===== config.mk =====
export PLATFORM = sky130hd
export DESIGN_NAME = xtal_fail_det
export DESIGN_NICKNAME = d
export VERILOG_FILES = /design/src/rtl/xfd_pkg.sv /design/src/rtl/xfd_sync_edge.sv /design/src/rtl/xfd_tick_gen.sv /design/src/rtl/xfd_window.sv /design/src/rtl/xtal_fail_det.sv
export SDC_FILE = /design/constraint.sdc
export NUM_CORES = 1
export LEC_CHECK = 0
export ABC_AREA = 1
export BUFFER_PORTS_ARGS = -buffer_cell sky130_fd_sc_hd__buf_4
export CAP_MARGIN = 20
export CORE_AREA = 2 2 64 54
export CTS_CLUSTER_SIZE = 25
export DETAILED_ROUTE_END_ITERATION = 16
export DIE_AREA = 0 0 66 56
export GPL_ROUTABILITY_DRIVEN = 0
export SLEW_MARGIN = 40
export SYNTH_ARGS = -nofsm -noshare
export SYNTH_HDL_FRONTEND = slang
export SYNTH_SLANG_ARGS = --single-unit
export TNS_END_PERCENT = 20

===== constraint.sdc =====
create_clock -name clk_i -period 0.8 [get_ports clk_i]
set_clock_uncertainty 0.15 [all_clocks]
set_input_delay 0.04 -clock clk_i [delete_from_list [all_inputs] [get_ports clk_i]]
set_output_delay 0.04 -clock clk_i [all_outputs]
set_load 0.005 [all_outputs]

===== src/rtl/xfd_pkg.sv =====
package xfd_pkg;
  typedef enum logic {
    SRC_XTAL = 1'b0,
    SRC_REF  = 1'b1
  } clk_src_e;

  function automatic int unsigned pre_width(input int unsigned pw, input int unsigned lw);
    return ((1 << pw) - 1) + ((1 << lw) - 1);
  endfunction
endpackage


===== src/rtl/xfd_sync_edge.sv =====
module xfd_sync_edge (
  input  logic clk_i,
  input  logic rst_ni,
  input  logic async_i,
  output logic rise_o
);
  logic st1_q, st2_q, st3_q;

  always_ff @(posedge clk_i or negedge rst_ni) begin
    if (!rst_ni) begin
      st1_q <= 1'b0;
      st2_q <= 1'b0;
      st3_q <= 1'b0;
    end else begin
      st1_q <= async_i;
      st2_q <= st1_q;
      st3_q <= st2_q;
    end
  end

  assign rise_o = st2_q & ~st3_q;

  // a detected edge is a single-cycle pulse
  a_r7_single_pulse: assert property (@(posedge clk_i) disable iff (!rst_ni)
    rise_o |=> !rise_o);
endmodule


===== src/rtl/xfd_tick_gen.sv =====
module xfd_tick_gen #(
  parameter int unsigned PRESC_W = 2,
  parameter int unsigned LPC_W   = 1
) (
  input  logic               clk_i,
  input  logic               rst_ni,
  input  logic               en_i,
  input  logic               ref_sel_i,
  input  logic [PRESC_W-1:0] presc_i,
  input  logic [LPC_W-1:0]   lpcomp_i,
  output logic               tick_o
);
  localparam int unsigned PRE_W = xfd_pkg::pre_width(PRESC_W, LPC_W);
  localparam int unsigned EXP_W = $clog2(PRE_W + 1);

  logic [PRE_W-1:0] pre_q, pre_d;
  logic [EXP_W-1:0] expo;
  logic [PRE_W:0]   span;
  logic [PRE_W-1:0] mask;

  always_comb begin
    expo  = EXP_W'(presc_i) + EXP_W'(lpcomp_i);
    span  = (PRE_W+1)'(1) << expo;
    mask  = PRE_W'(span - (PRE_W+1)'(1));
    pre_d = en_i ? pre_q + PRE_W'(1) : '0;
    tick_o = en_i & (ref_sel_i | ((pre_q & mask) == mask));
  end

  always_ff @(posedge clk_i or negedge rst_ni) begin
    if (!rst_ni) pre_q <= '0;
    else         pre_q <= pre_d;
  end

  // the prescaler advances by one on every enabled cycle
  a_r5_pre_advance: assert property (@(posedge clk_i) disable iff (!rst_ni)
    en_i |=> pre_q == $past(pre_q) + PRE_W'(1));
  // the prescaler restarts from zero when disabled
  a_r2_pre_cleared: assert property (@(posedge clk_i) disable iff (!rst_ni)
    !en_i |=> pre_q == '0);
endmodule


===== src/rtl/xfd_window.sv =====
module xfd_window #(
  parameter int unsigned CNT_W = 5
) (
  input  logic             clk_i,
  input  logic             rst_ni,
  input  logic             en_i,
  input  logic             tick_i,
  input  logic             rise_i,
  input  logic [CNT_W-1:0] top_i,
  output logic             fail_o
);
  logic [CNT_W-1:0] cnt_q, cnt_d;
  logic             seen_q, seen_d;
  logic             zero_evt;

  always_comb begin
    zero_evt = tick_i & (cnt_q == '0);
    fail_o   = zero_evt & ~seen_q;
    cnt_d    = cnt_q;
    seen_d   = seen_q;
    if (!en_i) begin
      cnt_d  = top_i;
      seen_d = 1'b1;
    end else begin
      if (tick_i) cnt_d = zero_evt ? top_i : cnt_q - CNT_W'(1);
      seen_d = zero_evt ? rise_i : (seen_q | rise_i);
    end
  end

  always_ff @(posedge clk_i or negedge rst_ni) begin
    if (!rst_ni) begin
      cnt_q  <= '0;
      seen_q <= 1'b1;
    end else begin
      cnt_q  <= cnt_d;
      seen_q <= seen_d;
    end
  end

  // reload at zero, decrement otherwise, hold without a tick
  a_r3_reload: assert property (@(posedge clk_i) disable iff (!rst_ni)
    (en_i && tick_i && cnt_q == '0) |=> cnt_q == $past(top_i));
  a_r3_decrement: assert property (@(posedge clk_i) disable iff (!rst_ni)
    (en_i && tick_i && cnt_q != '0) |=> cnt_q == $past(cnt_q) - CNT_W'(1));
  a_r10_hold_no_tick: assert property (@(posedge clk_i) disable iff (!rst_ni)
    (en_i && !tick_i) |=> $stable(cnt_q));
  // idle keeps the count at top and the record set
  a_r2_idle_top: assert property (@(posedge clk_i) disable iff (!rst_ni)
    !en_i |=> (cnt_q == $past(top_i)) && seen_q);
endmodule


===== src/rtl/xtal_fail_det.sv =====
module xtal_fail_det #(
  parameter int unsigned CNT_W   = 5,
  parameter int unsigned PRESC_W = 2,
  parameter int unsigned LPC_W   = 1
) (
  input  logic               clk_i,
  input  logic               rst_ni,
  input  logic               enable_i,
  input  logic               ref_sel_i,
  input  logic [PRESC_W-1:0] presc_i,
  input  logic [LPC_W-1:0]   lpcomp_i,
  input  logic [CNT_W-1:0]   top_i,
  input  logic               xtal_i,
  input  logic               fail_clr_i,
  output logic               fail_irq_o,
  output logic               clk_sel_ref_o
);
  import xfd_pkg::*;

  logic rst_m_q, rst_s_q;
  logic rise, tick, fail_evt;
  logic irq_q, irq_d;
  clk_src_e src_q, src_d;

  always_ff @(posedge clk_i or negedge rst_ni) begin
    if (!rst_ni) begin
      rst_m_q <= 1'b0;
      rst_s_q <= 1'b0;
    end else begin
      rst_m_q <= 1'b1;
      rst_s_q <= rst_m_q;
    end
  end

  xfd_sync_edge u_sync (
    .clk_i  (clk_i),
    .rst_ni (rst_s_q),
    .async_i(xtal_i),
    .rise_o (rise)
  );

  xfd_tick_gen #(.PRESC_W(PRESC_W), .LPC_W(LPC_W)) u_tick (
    .clk_i    (clk_i),
    .rst_ni   (rst_s_q),
    .en_i     (enable_i),
    .ref_sel_i(ref_sel_i),
    .presc_i  (presc_i),
    .lpcomp_i (lpcomp_i),
    .tick_o   (tick)
  );

  xfd_window #(.CNT_W(CNT_W)) u_win (
    .clk_i (clk_i),
    .rst_ni(rst_s_q),
    .en_i  (enable_i),
    .tick_i(tick),
    .rise_i(rise),
    .top_i (top_i),
    .fail_o(fail_evt)
  );

  always_comb begin
    irq_d = fail_evt | (irq_q & ~fail_clr_i);
    src_d = (fail_evt || src_q == SRC_REF) ? SRC_REF : SRC_XTAL;
  end

  always_ff @(posedge clk_i or negedge rst_s_q) begin
    if (!rst_s_q) begin
      irq_q <= 1'b0;
      src_q <= SRC_XTAL;
    end else begin
      irq_q <= irq_d;
      src_q <= src_d;
    end
  end

  assign fail_irq_o    = irq_q;
  assign clk_sel_ref_o = (src_q == SRC_REF);

  // flag stays set without a clear
  a_r8_sticky: assert property (@(posedge clk_i) disable iff (!rst_s_q)
    (fail_irq_o && !fail_clr_i) |=> fail_irq_o);
  // the source select never returns to the crystal
  a_r9_sel_latched: assert property (@(posedge clk_i) disable iff (!rst_s_q)
    clk_sel_ref_o |=> clk_sel_ref_o);
  // a rising flag always comes with the reference source selected
  a_r6_flag_with_sel: assert property (@(posedge clk_i) disable iff (!rst_s_q)
    $rose(fail_irq_o) |-> clk_sel_ref_o);
endmodule


==> key figures <==
Detailed routing
  • Wire per inst: 9.51 um
  • TritonRoute pass-1 iters: 3
  • Drc violations: 0
  • DRT Wirelength: 1750 um
  • Routed Antenna Nets: 0
  • Number of vias per cell: 4.15
  • Vias: 764
  • 1st-iter DRT viols: 17

Final layout
  • Finished Layout Cells: 184
  • Fill cells: 318
  • Fin util: 45.5%
  • Fraction of layout instances using a drive strength above 1: 42.4%
  • Layout Area Growth over Synthesis: 54.2%
  • Nets: 164
  • FF+latch area: 427 sq um
  • Multi-input gate area: 454 sq um
  • Number of diodes: 0

GRT
  • First-pass GRT wire length: 3130 um
  • Number of global-route vias before repair: 746
  • Antenna violations before repair: 0
  • Grt total ovfl: 0
  • Largest net degree at the start of global routing: 16
  • GR Util All Layers: 10.9%

Setup path
  • Worst endpoint required time: 0.78 ns
  • Max FO, Critical Path: 8
  • CP Launch Type: primary input
  • CP endpoint kind: flop
  • Critical path class: in2reg
  • R2R cell count: 10
  • Arrival time worst endpoint: 1.69 ns

Logic synthesis
  • Yosys warning count: 0
  • Largest area contributor in the netlist: dfrtp_1
  • Gate Count Post-Synth: 103
  • Cell variety after synth: 23
  • Top post-synthesis cells by area: dfrtp_1 45%, nand2_1 11%, inv_1 7.6%
  • Synthesized area per cell: 8.65 sq um
  • FFs w/ async S/R, synth: 100%
  • Register area share after synthesis: 47.9%
  • Post-synth EDFFs: 0
  • Most frequent cell after synthesis: nand2_1
  • Netlist Area Pre-Place: 891 sq um
  • Top_reg_cell synth: dfrtp_1
  • Top cell type's share of synthesized area: 44.9%
  • Post-synth top cells: 25 x nand2_1, 18 x inv_1, 16 x dfrtp_1
  • #FFs+latches synth: 17
  • Synthesized Nets: 122

Timing
  • RSZ-0062 raised after global routing: true
  • Hold_ws: -0.175 ns
  • Part of the cycle the worst path needs: 213%
  • Slew Viols, Final: 0
  • Hold Vio Cnt, Final: 8
  • Fmax: 0.586 GHz
  • Post-layout worst setup margin: -0.908 ns
  • Endpoints failing setup: 14
  • Fin crit period: 1.71 ns

CTS
  • H-tree levels: 1
  • Clock sinks: 17
  • CTS Buf Count: 3
  • Root buffer cell: clkbuf_8
  • CTS tree: done
  • Max Buffers Root-to-Sink: 2
  • Hold buffers post-CTS: 2
  • Worst-Skew Late Latency: 0.24 ns
  • Clk slew on worst S/H paths: 0.06 ns

Worst hold path
  • Hold crit path type: in2reg
  • Hold path cells: 2

Floorplan
  • Initial Utilization: 29.5%
  • Std-Cell Rows: 18
  • Die area: 3700 sq um
  • Core area: 3020 sq um
  • Die Width: 66 um
  • Die Ht: 56 um
  • Number of I/O pins: 16

Power
  • Static Leak: 0.694 nW
  • Worst IR Drop VDD: 0.000847 V
  • Power per cell area: 1690 nW/um^2
  • Overall Power: 2.32 mW

Placed design
  • Port buffer count: 15
  • Post-DP HPWL: 1370 um
  • Dpl ws: -1.25 ns
  • Dpl cells: 177

Run status
  • Outcome: finished with violations
  • Failing checks: hold timing, setup timing

Flow run
  • Max-Cap Viols: 0
power by group:
part | internal, mW | switching [mW] | leakage (nW) | total, mW
Sequential | 0.944 | 0.0469 | 0.206 | 0.990
Combinational | 0.400 | 0.318 | 0.462 | 0.718
Clock | 0.344 | 0.266 | 0.0255 | 0.610
Total | 1.69 | 0.631 | 0.694 | 2.32
layout make-up:
cell class | instances | area share (%)
Multi-Input combinational cell | 67 | 33.1
Inverter | 18 | 4.92
Clock inverter | 1 | 0.364
Tap cell | 40 | 3.64
Timing Repair Buffer | 38 | 24.0
Sequential cell | 17 | 31.1
Clock buffer | 3 | 3.01
logic make-up after synthesis:
family	count (synthesis)	share of synthesized area [%]
DFF	17	47.9
AOI/OAI and AO/OA	11	6.60
and+or+nand+nor	48	27.0
buffers and inverters	19	9.13
other	1	0.421
xor gates and xnor gates	2	1.97
adders and majority gates	5	7.02
cell usage in the layout, fill, tap and decap left out, types with 2 or more instances in the layout:
master         instances
buf_4                 28
nand2_1               22
inv_1                 17
dfrtp_1               16
nand3_1               10
buf_6                  7
nand2_2                5
a21oi_1                4
o21ai_1                3
ha_4                   3
clkbuf_8               3
nor2_4                 2
nand2_4                2
nand3_2                2
xnor2_1                2
ha_1                   2
dlygate4sd3_1          2
stage by stage:
| stage | setup TNS (ns) | area [sq um] |
|---|---|---|
| after detailed placement | -10.68 | 1230 |
| final | -7.97 | 1370 |
| after CTS | -8.18 | 1340 |
| after global placement | -10.17 | 1230 |
| after floorplan | -7.82 | 916 |
| after global routing | -8.88 | 1370 |
final timing paths:
check	from	end	slack (ns)
hold / removal	fail_clr_i	fail_irq_o$_DFF_PN0_	-0.18
setup reg to reg	u_win.cnt_q[0]$_DFFE_PN0P_	u_win.cnt_q[2]$_DFFE_PN0P_	-0.87
min in group asynchronous	rst_ni	rst_s_q$_DFF_PN0_	-0.05
max in group asynchronous	rst_s_q$_DFF_PN0_	u_win.seen_q$_DFF_PN1_	0.26
setup / recovery	lpcomp_i	u_win.cnt_q[2]$_DFFE_PN0P_	-0.91
hold reg to reg	rst_s_q$_DFF_PN0_	u_sync.st3_q$_DFF_PN0_	0.04
registers in the layout (all words and copies together), names as in the netlist:
name	flops
rst_s_q	1
u_win.cnt_q	5
fail_irq_o	1
rst_m_q	1
u_sync.st3_q	1
clk_sel_ref_o	1
u_sync.st1_q	1
u_win.seen_q	1
u_sync.st2_q	1
u_tick.pre_q	4
worst max-delay path, stage by stage:
cell and delay (ns):
buf_6 0.10, ha_4 0.15, ha_4 0.21, inv_2 0.06, nand3b_1 0.08, ha_1 0.27, inv_1 0.03, nand2_1 0.05
nand2_1 0.06, a21oi_2 0.11, nand2_2 0.08, nand2_2 0.09, nand2_4 0.09, nand2_4 0.09, nand2_1 0.05, nand3_1 0.07
nand2_1 0.07
routing by layer:
metal	vias to the layer above	GRT usage [%]	part of all wire [%]
li1	405	-	-
met3	2	3.04	4.1
met1	345	14.2	50
met4	0	4.37	0.51
met2	12	17.0	45
met5	-	0	0
timing repair:
action	in CTS	in global routing
gates resized for setup	12	7
setup buffers	0	1
setup endpoints to repair	14	14
pin swaps	13	2
endpoints found under the hold margin	9	7
No activity file was read; power rests on OpenSTA's default activity.
